<file path="src/rtl/wdt_pkg.sv">
package wdt_pkg;
  typedef enum logic {
    RUN_ACTIVE = 1'b0,
    RUN_HALTED = 1'b1
  } run_state_e;

  function automatic int unsigned div_ratio(input int unsigned clk_hz, input int unsigned tick_hz);
    return (clk_hz / tick_hz < 1) ? 1 : clk_hz / tick_hz;
  endfunction
endpackage

</file>
<file path="src/rtl/wdt_rst_sync.sv">
module wdt_rst_sync #(
  parameter int unsigned STAGES = 2
) (
  input  logic clk,
  input  logic rst_n,
  output logic rst_sync_n
);
  logic [STAGES-1:0] sync_q;
  logic [STAGES-1:0] sync_d;

  always_comb begin
    sync_d = {sync_q[STAGES-2:0], 1'b1};
  end

  always_ff @(posedge clk or negedge rst_n) begin
    if (!rst_n) sync_q <= '0;
    else        sync_q <= sync_d;
  end

  assign rst_sync_n = sync_q[STAGES-1];
endmodule

</file>
<file path="src/rtl/wdt_prescaler.sv">
module wdt_prescaler #(
  parameter int unsigned DIV = 20
) (
  input  logic clk,
  input  logic rst_n,
  input  logic run_i,
  input  logic restart_i,
  output logic tick_o
);
  localparam int unsigned PW = (DIV > 1) ? $clog2(DIV) : 1;

  generate
    if (DIV == 1) begin : g_direct
      assign tick_o = run_i && !restart_i;
    end else begin : g_divide
      localparam logic [PW-1:0] LAST = PW'(DIV - 1);
      localparam logic [PW-1:0] STEP = PW'(1);
      logic [PW-1:0] phase_q;
      logic [PW-1:0] phase_d;
      logic          phase_en;

      always_comb begin
        phase_en = 1'b1;
        if (!run_i || restart_i)  phase_d = '0;
        else if (phase_q == LAST) phase_d = '0;
        else                      phase_d = phase_q + STEP;
      end

      always_ff @(posedge clk or negedge rst_n) begin
        if (!rst_n)        phase_q <= '0;
        else if (phase_en) phase_q <= phase_d;
      end

      assign tick_o = run_i && !restart_i && (phase_q == LAST);

      AST_PHASE_RANGE: assert property (@(posedge clk) disable iff (!rst_n)
        phase_q <= LAST) else $error("prescaler phase out of range");
      AST_TICK_SPACING: assert property (@(posedge clk) disable iff (!rst_n)
        tick_o |=> !tick_o) else $error("ticks too close");
    end
  endgenerate
endmodule

</file>
<file path="src/rtl/wdt_run_ctrl.sv">
module wdt_run_ctrl
  import wdt_pkg::*;
(
  input  logic clk,
  input  logic rst_n,
  input  logic cmd_wr,
  input  logic cmd_start,
  input  logic cmd_stop,
  output logic halted_o
);
  run_state_e state_q;
  run_state_e state_d;
  logic       state_en;

  always_comb begin
    state_en = cmd_wr && (cmd_start || cmd_stop);
    if (cmd_start) state_d = RUN_ACTIVE;
    else           state_d = RUN_HALTED;
  end

  always_ff @(posedge clk or negedge rst_n) begin
    if (!rst_n)        state_q <= RUN_HALTED;
    else if (state_en) state_q <= state_d;
  end

  assign halted_o = (state_q == RUN_HALTED);

  AST_START_RUNS: assert property (@(posedge clk) disable iff (!rst_n)
    (cmd_wr && cmd_start) |=> !halted_o) else $error("start ignored");
  AST_STOP_HALTS: assert property (@(posedge clk) disable iff (!rst_n)
    (cmd_wr && cmd_stop && !cmd_start) |=> halted_o) else $error("stop ignored");
endmodule

</file>
<file path="src/rtl/wdt_counter.sv">
module wdt_counter #(
  parameter int unsigned HALF_W = 16
) (
  input  logic              clk,
  input  logic              rst_n,
  input  logic              tick_i,
  input  logic              wr_lo_i,
  input  logic              wr_hi_i,
  input  logic [HALF_W-1:0] wdata_i,
  output logic [2*HALF_W-1:0] count_o,
  output logic              tc_o
);
  localparam int unsigned CW = 2 * HALF_W;
  localparam logic [CW-1:0] ONE = CW'(1);

  logic [CW-1:0] count_q;
  logic [CW-1:0] count_d;
  logic          count_en;
  logic          tc_q;
  logic          tc_d;

  always_comb begin
    count_d  = count_q;
    tc_d     = 1'b0;
    count_en = wr_lo_i || wr_hi_i || tick_i;
    if (wr_lo_i || wr_hi_i) begin
      if (wr_lo_i) count_d[HALF_W-1:0]  = wdata_i;
      if (wr_hi_i) count_d[CW-1:HALF_W] = wdata_i;
    end else if (tick_i) begin
      if (count_q == '0) begin
        count_d = '1;
        tc_d    = 1'b1;
      end else begin
        count_d = count_q - ONE;
      end
    end
  end

  always_ff @(posedge clk or negedge rst_n) begin
    if (!rst_n)        count_q <= '0;
    else if (count_en) count_q <= count_d;
  end

  always_ff @(posedge clk or negedge rst_n) begin
    if (!rst_n) tc_q <= 1'b0;
    else        tc_q <= tc_d;
  end

  assign count_o = count_q;
  assign tc_o    = tc_q;

  AST_RELOAD_ONES: assert property (@(posedge clk) disable iff (!rst_n)
    tc_o |-> (count_o == '1)) else $error("underflow did not reload ones");
  AST_TC_SINGLE: assert property (@(posedge clk) disable iff (!rst_n)
    tc_o |=> !tc_o) else $error("tc pulse wider than one cycle");
  AST_STEP_BY_ONE: assert property (@(posedge clk) disable iff (!rst_n)
    (tick_i && !wr_lo_i && !wr_hi_i && count_o != '0) |=> (count_o == $past(count_o) - ONE))
    else $error("step not by one");
  AST_WRITE_KEEPS_HI: assert property (@(posedge clk) disable iff (!rst_n)
    (wr_lo_i && !wr_hi_i) |=> (count_o[CW-1:HALF_W] == $past(count_o[CW-1:HALF_W])))
    else $error("low write disturbed high half");
endmodule

</file>
<file path="src/rtl/wdt_countdown_timer.sv">
module wdt_countdown_timer
  import wdt_pkg::*;
#(
  parameter int unsigned CLK_HZ  = 100_000_000,
  parameter int unsigned TICK_HZ = 5_000_000,
  parameter int unsigned HALF_W  = 16
) (
  input  logic              clk,
  input  logic              rst_n,
  input  logic              cmd_wr,
  input  logic              cmd_start,
  input  logic              cmd_stop,
  input  logic              cnt_wr_lo,
  input  logic              cnt_wr_hi,
  input  logic [HALF_W-1:0] cnt_wdata,
  output logic [HALF_W-1:0] cnt_lo,
  output logic [HALF_W-1:0] cnt_hi,
  output logic              halted,
  output logic              tc_pulse
);
  localparam int unsigned DIV = div_ratio(CLK_HZ, TICK_HZ);
  localparam int unsigned CW  = 2 * HALF_W;

  logic          rst_s_n;
  logic          halted_w;
  logic          tick_w;
  logic          restart_w;
  logic [CW-1:0] count_w;

  wdt_rst_sync #(.STAGES(2)) u_rst (
    .clk        (clk),
    .rst_n      (rst_n),
    .rst_sync_n (rst_s_n)
  );

  wdt_run_ctrl u_ctrl (
    .clk       (clk),
    .rst_n     (rst_s_n),
    .cmd_wr    (cmd_wr),
    .cmd_start (cmd_start),
    .cmd_stop  (cmd_stop),
    .halted_o  (halted_w)
  );

  assign restart_w = cnt_wr_lo || cnt_wr_hi;

  wdt_prescaler #(.DIV(DIV)) u_pre (
    .clk       (clk),
    .rst_n     (rst_s_n),
    .run_i     (!halted_w),
    .restart_i (restart_w),
    .tick_o    (tick_w)
  );

  wdt_counter #(.HALF_W(HALF_W)) u_cnt (
    .clk     (clk),
    .rst_n   (rst_s_n),
    .tick_i  (tick_w),
    .wr_lo_i (cnt_wr_lo),
    .wr_hi_i (cnt_wr_hi),
    .wdata_i (cnt_wdata),
    .count_o (count_w),
    .tc_o    (tc_pulse)
  );

  assign cnt_lo = count_w[HALF_W-1:0];
  assign cnt_hi = count_w[CW-1:HALF_W];
  assign halted = halted_w;

  AST_HOLD_WHEN_HALTED: assert property (@(posedge clk) disable iff (!rst_s_n)
    (halted_w && !cnt_wr_lo && !cnt_wr_hi) |=> $stable(count_w))
    else $error("count moved while halted");
  AST_NO_TC_HALTED: assert property (@(posedge clk) disable iff (!rst_s_n)
    halted_w |=> !tc_pulse) else $error("tc while halted");
endmodule

</file>
<file path="config.mk">
export PLATFORM = sky130hd
export DESIGN_NAME = wdt_countdown_timer
export DESIGN_NICKNAME = d
export VERILOG_FILES = /design/src/rtl/wdt_pkg.sv /design/src/rtl/wdt_rst_sync.sv /design/src/rtl/wdt_prescaler.sv /design/src/rtl/wdt_run_ctrl.sv /design/src/rtl/wdt_counter.sv /design/src/rtl/wdt_countdown_timer.sv
export SDC_FILE = /design/constraint.sdc
export NUM_CORES = 1
export LEC_CHECK = 0
export BUFFER_PORTS_ARGS = -buffer_cell sky130_fd_sc_hd__buf_2
export CORE_MARGIN = 4
export CORE_UTILIZATION = 32
export DETAILED_ROUTE_END_ITERATION = 10
export SETUP_SLACK_MARGIN = 0.15
export SLEW_MARGIN = 20
export SYNTH_ARGS = -nofsm -noshare
export SYNTH_HDL_FRONTEND = slang
export SYNTH_SLANG_ARGS = --single-unit
</file>
<file path="constraint.sdc">
create_clock -name clk -period 1.59 [get_ports clk]
set_input_delay 0.318 -clock clk [delete_from_list [all_inputs] [get_ports clk]]
set_output_delay 0.318 -clock clk [all_outputs]
set_load 0.02 [all_outputs]
</file>
======== After elaboration in Yosys (flattened, before gate mapping) ========
Cells that the tools add are included.
storage, ports and cells
  bits in registers ....................... 41
  word-level logic and storage cells ...... 35
operators by class
  equality and inequality tests ........... 3
  add/sub/neg operators ................... 2
  mux-type cells .......................... 11
  reduce and logical (&&, ||, !) cells .... 13
operator list
  kind                   count
  $mux 32                3
  $logic_not 32->1       1
  $mux 16                2
  $sub 32x1->32 const B  1
  $mux 5                 2
  $reduce_and 3->1       2
  $add 5x1->5 const B    1
  $eq 5x5->1 const B     1
  $logic_or 1x1->1       4
  $mux 1                 4
  $ne 2x2->1 const B     2
  $logic_and 1x1->1      3
  $logic_not 1->1        2
  $reduce_bool 2->1      1

======== Logic depth before layout (Yosys ltp) ========
Gate-level depths: netlist of the first run.
  depth after elaboration ................. 6
  gate-level depth with buffers ........... 8

======== Hierarchy ========
From an unflattened synthesis of the first run, not the netlist that was laid out.
unflattened totals
  cell total of the unflattened synthesis .. 281
  area, all modules ....................... 2551.2 um^2
modules (own cells, without submodules)
  module               cells each  times used  area each (um^2)  seq. area each (um^2)
  wdt_counter          254         1           2223.4            825.8
  wdt_prescaler        19          1           227.7             125.1
  wdt_rst_sync         3           1           53.8              50.0
  wdt_run_ctrl         3           1           36.3              26.3
  wdt_countdown_timer  2           1           10.0              0.0

======== Worst setup path after synthesis of the first run ========
OpenSTA, ideal clock, no wires.
  path type ............................... register to register
  from .................................... reg u_cnt.count_q[0] (netlist: u_cnt.count_o[0])
  to ...................................... reg u_cnt.count_q[30] (netlist: u_cnt.count_o[30])
  data required time ...................... 1.469 ns
  setup slack ............................. -0.946 ns
  cell stages (with the launch flop) ...... 8
  setup time .............................. 0.121 ns
  clock period less this slack ............ 2.536 ns
  data arrival time ....................... 2.415 ns
  path through ............................ dfrtp_1 -> inv_1 -> ha_1 -> or4b_2 -> nor4_2 -> and3_1 -> a41oi_1 -> o22a_1
on the way
  cells in the longest elaborated chain, start to end .. 4
  elaborated cells on any way between the ends .. 5
RTL lines
  what                                                      RTL line                              source
  from (decl)                                               wdt_counter.sv:16                     logic [CW-1:0] count_q;
  from (signal assigned)                                    wdt_counter.sv:41                     else if (count_en) count_q <= count_d;
  $sub 32x1->32 / $logic_not 32->1 (equally long branches)  wdt_counter.sv:34, wdt_counter.sv:30
  $mux 32 (*)                                               wdt_counter.sv:30                     if (count_q == '0) begin
  $mux 32 (*)                                               wdt_counter.sv:29                     end else if (tick_i) begin
  $mux 32 (*)                                               wdt_counter.sv:26                     if (wr_lo_i || wr_hi_i) begin
Mark *: on every way between the ends. The rest lies on a longest branch, timed or not. The select of a mux whose other input is x is not followed.
A chain may end at the register's enable or synchronous reset.

======== Worst setup path in the final report of the first run ========
  from .................................... reg u_cnt.count_q[26] (netlist: u_cnt.count_o[26])
  to ...................................... reg u_cnt.count_q[22] (netlist: u_cnt.count_o[22])
on the way
  cells in the longest elaborated chain, start to end .. 4
RTL lines
  what              RTL line
  $logic_not 32->1  wdt_counter.sv:30
  $mux 32           wdt_counter.sv:30
  $mux 32           wdt_counter.sv:29
  $mux 32           wdt_counter.sv:26
No other way between the ends. The select of a mux whose other input is x is not followed.

==> impl_metrics.env, run 1 <==
export IMPL_status="finished, violations left"
export IMPL_violations="negative setup slack"
export IMPL_numPlacedInstances=532
export IMPL_post_route_min_period_ps=2190
export IMPL_critPathSlowestCell="or4_4"
export IMPL_antenna_found_initial=0
export IMPL_overflow=0
export IMPL_max_slew_margin_pct=65.1
export IMPL_total_power_uw=3120
export IMPL_synth_top_family_by_area="compound AO/OA/AOI/OAI gates"
export IMPL_io_buffer_count=56
export IMPL_ys_ff_latch=41
export IMPL_holdWs_ps=142
export IMPL_power_density_nw_per_um2=746
export IMPL_synth_top_cells_by_count="dfrtp_1, nor2_1, o22a_1"
export IMPL_post_synth_cell_area_avg_sq_um=9.02
export IMPL_synth_fa_ha_area_share_pct=1.42
export IMPL_crit_chain="or4_4 -> or2_4 -> o41a_4 -> buf_6 -> a31oi_1 -> a2bb2oi_1"
export IMPL_die_h_microns=98.7
export IMPL_syn_to_final_growth_pct=58.8
export IMPL_cts_sinks=41
export IMPL_synthXorXnorAreaFrac_pct=0.665
export IMPL_antenna_cells=0
export IMPL_synth_compound_area_share_pct=28.9
export IMPL_cp_max_fo=12
export IMPL_start_util_pct=33.6
export IMPL_maxSlewViolCount=0
export IMPL_post_cts_buffers=0
export IMPL_yosysSeqAreaShare_pct=39.0
export IMPL_wire_per_inst_microns=17.7
export IMPL_grt_pass1_vias=2963
export IMPL_worstPathRequired_ps=1810
export IMPL_nets=464
export IMPL_ys_types=49
export IMPL_start_kind="flip-flop"
export IMPL_cts_path_max_buffers=2
export IMPL_io_pins=57
export IMPL_arrival_ps=2420
export IMPL_grt_use_total_pct=19.6
export IMPL_cpPeakStageDelay_ps=530
export IMPL_fin_crit_sh_pct=138
export IMPL_synth_simple_gate_area_share_pct=23.9
export IMPL_synth_largest_area_cell="dfrtp_1"
export IMPL_drive_above_1_share_pct=51.7
export IMPL_fin_area_sq_um=4180
export IMPL_synth_edf_count=0
export IMPL_tightest_slew_ps=524
export IMPL_cts_tree="done"
export IMPL_coreArea_sq_um=7850
export IMPL_fin_cells=541
export IMPL_die_area_sq_um=9750
export IMPL_placed_cell_area_sq_um=3840
export IMPL_muxShareOfSynthArea_pct=0.380
export IMPL_cts_buffers=5
export IMPL_vdd_drop_max_v=0.000378
export IMPL_ant_nets=0
export IMPL_min_path_type="in2reg"
export IMPL_dpl_hpwl_microns=7460
export IMPL_drtIter0Drc=203
export IMPL_clk_pin_slew_ps=80
export IMPL_fmax_mhz=456
export IMPL_critical_path_top_delay_family="simple AND/OR/NAND/NOR gates"
export IMPL_worst_path_buf_inv=1
export IMPL_placementRows=32
export IMPL_synth_most_common_cell="dfrtp_1"
export IMPL_viasPerCell=5.60
export IMPL_cp_end_kind="flip-flop"
export IMPL_clock_skew_ps=6.45
export IMPL_htree_levels=2
export IMPL_firstDrtPassIters=4
export IMPL_clk_latency_ps=300
export IMPL_synthCells=292
export IMPL_die_x_microns=98.7
export IMPL_p_leak_uw=0.00172
export IMPL_critical_path_class="reg2reg"
export IMPL_fin_setup_tns_ps=-18190
export IMPL_rsz0062_at_grt="yes"
export IMPL_synth_area_top_cells="dfrtp_1, o22a_1, nor2_1, a21oi_1, nor3_1"
export IMPL_drc=0
export IMPL_grt_max_degree=40
export IMPL_globalplace_congestion=0.948
export IMPL_finalHoldViolations=0
export IMPL_synth_top_cell_area_share_pct=38.0
export IMPL_fin_ws_ps=-605
export IMPL_maxCapViolCount=0
export IMPL_cts_root_buf="clkbuf_8"
export IMPL_synth_nets=318
export IMPL_ys_warnings_count=0
export IMPL_synthFlopType="dfrtp_1"
export IMPL_wl_microns=9580
export IMPL_async_flop_share_pct=100
export IMPL_grt_pass1_wl_microns=15200
export IMPL_setup_violations_final=33
export IMPL_synth_area_sq_um=2640
export IMPL_num_vias=3027
## final timing paths
check,start,endpoint,slack [ps],depth (start not counted)
worst max-delay path,u_cnt.count_o[26],u_cnt.count_o[22],-600,6
worst min register to register,u_rst.sync_q[1],u_cnt.count_o[12],310,1
worst max register to register,u_cnt.count_o[26],u_cnt.count_o[22],-600,6
worst min-delay path,cmd_start,u_ctrl.halted_o,140,2
max in group asynchronous,u_rst.sync_q[1],u_cnt.count_o[21],890,1
min in group asynchronous,u_rst.sync_q[1],u_cnt.count_o[12],310,1
## registers in the layout, indices dropped and copies added, names as in the netlist
register                count
u_ctrl.halted_o             1
u_cnt.tc_o                  1
u_pre.g_divide.phase_q      5
u_rst.sync_q                2
u_cnt.count_o              32
## what timing repair did
| action | 4_1_cts | 5_1_grt |
|---|---|---|
| cloned | 0 | 0 |
| hold buffers | 1 | 0 |
| pin swaps | 10 | 4 |
| resized for setup | 28 | 24 |
| hold endpoints to repair | 2 | 0 |
| endpoints found under the setup margin | 36 | 37 |
## cells by family (layout without fill, tap and decap cells)
| kind of cell | Yosys count | in the layout |
|---|---|---|
| other | 1 | 1 |
| DFF | 41 | 41 |
| AOI/OAI and AO/OA | 98 | 98 |
| xor gates and xnor gates | 2 | 2 |
| adders and majority gates | 3 | 3 |
| buffers and inverters | 29 | 176 |
| muxes | 1 | 1 |
| and+or+nand+nor | 117 | 117 |
## where the power goes
part | internal [uW] | switching [uW]
logic | 542 | 655
registers | 1150 | 86.8
clock network | 305 | 379
total | 2000 | 1120
## area by class of cell
class / count / area (sq um)
Fill cell: 758 / 3660
Inverter: 13 / 48.8
Multi-Input combinational cell: 222 / 1750
Timing Repair Buffer: 155 / 1130
Clock inverter: 2 / 10.0
Tap cell: 102 / 128
Sequential cell: 41 / 1040
Clock buffer: 6 / 72.6
## metal layers
layer | part of all wire, % | track usage [%] | vias up
met2 | 47 | 31.9 | 106
met5 | 0 | 0 | -
met1 | 46 | 27.5 | 1470
met4 | 1.6 | 4.62 | 0
met3 | 5.1 | 3.04 | 15
li1 | - | - | 1436
## per-stage QoR
stage                     setup slack, ps  utilization [%]
after global routing                 -673             53.3
final                                -605             53.3
after detailed placement             -676             48.9
after CTS                            -601             51.6
after floorplan                      -662                -
after global placement               -635             48.9
## worst register-to-register path: cells and delay by family, from the launching register on
kind / cells / cell delay (ps)
AOI/OAI and AO/OA: 3 / 730
buffers and inverters: 1 / 180
DFF: 1 / 400
and+or+nand+nor: 2 / 810
## cell usage in the layout, fill, tap and decap left out, drive strengths merged, types with 3 or more instances in the layout
cell / n
a41oi: 10
inv: 13
a211oi: 4
and4: 4
o22a: 22
o21ai: 7
nor4: 11
buf: 154
nor2: 36
a21oi: 20
and2: 3
ha: 3
nor3: 19
nand4: 10
a2bb2oi: 7
dfrtp: 40
or4: 5
nand2: 14
o21a: 3
clkbuf: 6
a31oi: 14
(Power assumes the default switching activity.)
==> inputs of run 2 (changes only) <==
--- a/config.mk
+++ b/config.mk
@@ -5,10 +5,12 @@
 export SDC_FILE = /design/constraint.sdc
 export NUM_CORES = 1
 export LEC_CHECK = 0
-export BUFFER_PORTS_ARGS = -buffer_cell sky130_fd_sc_hd__buf_2
+export ABC_AREA = 1
 export CORE_MARGIN = 4
 export CORE_UTILIZATION = 32
+export CTS_CLUSTER_SIZE = 28
 export DETAILED_ROUTE_END_ITERATION = 10
+export DONT_BUFFER_PORTS = 1
 export SETUP_SLACK_MARGIN = 0.15
 export SLEW_MARGIN = 20
 export SYNTH_ARGS = -nofsm -noshare
==> run 2 against run 1 <==
- the flow still finishes with violations (negative setup slack)
- clock skew is 2.7 ps higher
- routed wire length is 13% higher
- flip-flop and latch count did not move
- synthesized cell count up 66%
- utilization down 5.0 points
- worst setup slack better by 530 ps
- sequential share of layout area down 1.9 points
- non-clock buffer count shrank 57
- via count increased by 15%
- global-route usage fell by 0.080 points
==> impl_metrics.env, run 2 <==
export IMPL_ant_nets=0
export IMPL_ys_warnings_count=0
export IMPL_grt_pass1_wl_microns=17700
export IMPL_largest_register_ffs=32
export IMPL_cpPeakStageDelay_ps=390
export IMPL_power_density_nw_per_um2=744
export IMPL_dp_slack_ps=-66.5
export IMPL_setup_violations_final=20
export IMPL_fin_ws_ps=-70.2
export IMPL_cts_tree="done"
export IMPL_maxSlewViolCount=0
export IMPL_synth_largest_area_cell="dfrtp_1"
export IMPL_critical_path_class="reg2reg"
export IMPL_firstDrtPassIters=5
export IMPL_overflow=0
export IMPL_grt_use_total_pct=19.6
export IMPL_synthCells=485
export IMPL_vdd_drop_max_v=0.000461
export IMPL_crit_chain="inv_1 -> nand2_1 -> nor2_2 -> nand3_2 -> nor2_4 -> nand2_4 -> nand2_2 -> nand2_1 -> a22oi_2"
export IMPL_wl_microns=10900
export IMPL_async_flop_share_pct=100
export IMPL_synth_area_top_cells="dfrtp_1, nor2_1, nand2_1, inv_1, nand3_1"
export IMPL_wl_met3_microns=667
export IMPL_synth_area_sq_um=3150
export IMPL_cts_root_buf="clkbuf_8"
export IMPL_arrival_ps=1890
export IMPL_drc=0
export IMPL_hold_depth=2
export IMPL_globalplace_congestion=0.965
export IMPL_synth_top_cells_by_count="nor2_1, nand2_1, inv_1"
export IMPL_ff2ff_path_depth=9
export IMPL_grt_max_degree=24
export IMPL_yosysSeqAreaShare_pct=32.7
export IMPL_cts_buffers=5
export IMPL_cp_max_fo=8
export IMPL_layout_common_cells="nor2_1, buf_4, inv_1"
export IMPL_met2_length_microns=5190
export IMPL_fin_crit_sh_pct=104
export IMPL_worstPathRequired_ps=1820
export IMPL_clk_latency_ps=310
export IMPL_antenna_cells=0
export IMPL_start_kind="flip-flop"
export IMPL_synth_edf_count=0
export IMPL_wire_per_inst_microns=15.3
export IMPL_synth_most_common_cell="nor2_1"
export IMPL_die_x_microns=107
export IMPL_nets=606
export IMPL_grt_pass1_vias=3542
export IMPL_start_util_pct=33.4
export IMPL_maxCapViolCount=0
export IMPL_post_synth_cell_area_avg_sq_um=6.49
export IMPL_syn_to_final_growth_pct=44.7
export IMPL_cts_sinks=41
export IMPL_cp_common_cell="nand2_1"
export IMPL_drtIter0Drc=266
export IMPL_min_path_type="in2reg"
export IMPL_ys_ff_latch=41
export IMPL_io_buffer_count=0
export IMPL_violations="negative setup slack"
export IMPL_wl_met1_microns=4790
export IMPL_drive_above_1_share_pct=42.2
export IMPL_cts_path_max_buffers=2
export IMPL_antenna_found_initial=0
export IMPL_critPathSlowestCell="dfrtp_1"
export IMPL_die_area_sq_um=11500
export IMPL_post_route_min_period_ps=1660
export IMPL_holdWs_ps=142
export IMPL_finalHoldViolations=0
export IMPL_num_vias=3473
export IMPL_fin_area_sq_um=4550
export IMPL_cp_end_kind="flip-flop"
export IMPL_status="finished, violations left"
export IMPL_coreArea_sq_um=9420
export IMPL_viasPerCell=4.89
export IMPL_mostFrequentLayoutCell="nor2_1"
export IMPL_fin_setup_tns_ps=-805
export IMPL_p_leak_uw=0.00217
export IMPL_synth_nets=511
export IMPL_clk_pin_slew_ps=100
export IMPL_rsz0062_at_grt="yes"
export IMPL_synthFlopType="dfrtp_1"
export IMPL_ys_types=35
export IMPL_synth_top_cell_area_share_pct=31.8
export IMPL_die_h_microns=107
export IMPL_highest_layer="met4"
export IMPL_dpl_hpwl_microns=8290
export IMPL_placed_cell_area_sq_um=3970
export IMPL_htree_levels=2
export IMPL_io_pins=57
export IMPL_fmax_mhz=602
export IMPL_clock_skew_ps=9.13
export IMPL_placementRows=35
-- run 2: cells by family (layout without fill, tap and decap cells) --
group	count (synthesis)	in the layout	share of synthesized area (%)
compound gates	55	55	10.5
other cells	1	1	0.119
flops	41	41	32.7
buf+inv	79	174	10.7
fa+ha+maj	3	3	1.19
xor+xnor	15	15	4.18
simple gates	291	292	40.7
-- run 2: metal layers --
layer  vias up  GRT usage, %
li1       1693             -
met2       110          32.4
met1      1648          25.7
met4         0          5.94
met3        22          3.85
met5         -             0
-- run 2: final timing paths --
check,start,endpoint,slack (ps)
max,u_cnt.count_o[29],u_cnt.count_o[1],-70
min,cmd_start,u_ctrl.halted_o,140
max reg2reg,u_cnt.count_o[29],u_cnt.count_o[1],-70
min reg2reg,u_rst.sync_q[1],u_pre.g_divide.phase_q[3],240
max in group asynchronous,u_rst.sync_q[1],u_cnt.count_o[12],780
min in group asynchronous,rst_n,u_rst.sync_q[1],230
-- run 2: per-stage QoR --
stage / utilization [%] / total power, uW / instances
final: 48.4 / 3390 / 710
after global routing: 48.4 / 3580 / 710
after CTS: 46.6 / 3340 / 704
after detailed placement: 42.2 / 2280 / 689
after global placement: 42.2 / 2260 / 689
after floorplan: - / 1860 / 485
-- run 2: repair_timing --
item,4_1_cts,5_1_grt
pin swaps,28,11
resized for setup,77,36
endpoints found under the hold margin,2,0
setup buffers,5,6
cloned,1,0
setup endpoints to repair,33,34
hold buffers,1,0
-- run 2: final cells by class --
cell class,instances,area (sq um)
tap,129,161
inverter,68,272
sequential,41,1040
clock buffer,5,68.8
multi-input combinational,366,2170
clock inverter,3,46.3
timing repair buffer,98,790
fill,950,4860
-- run 2: where the power goes --
part / switching [uW] / internal (uW) / total [uW]
clock network: 455 / 471 / 926
registers: 126 / 1150 / 1280
logic: 691 / 493 / 1180
-- run 2: critical path, delay by kind of cell, from the launching register on --
kind            cells  cell delay [ps]
compound gates      1              130
flops               1              390
simple gates        7              960
buf+inv             1               90
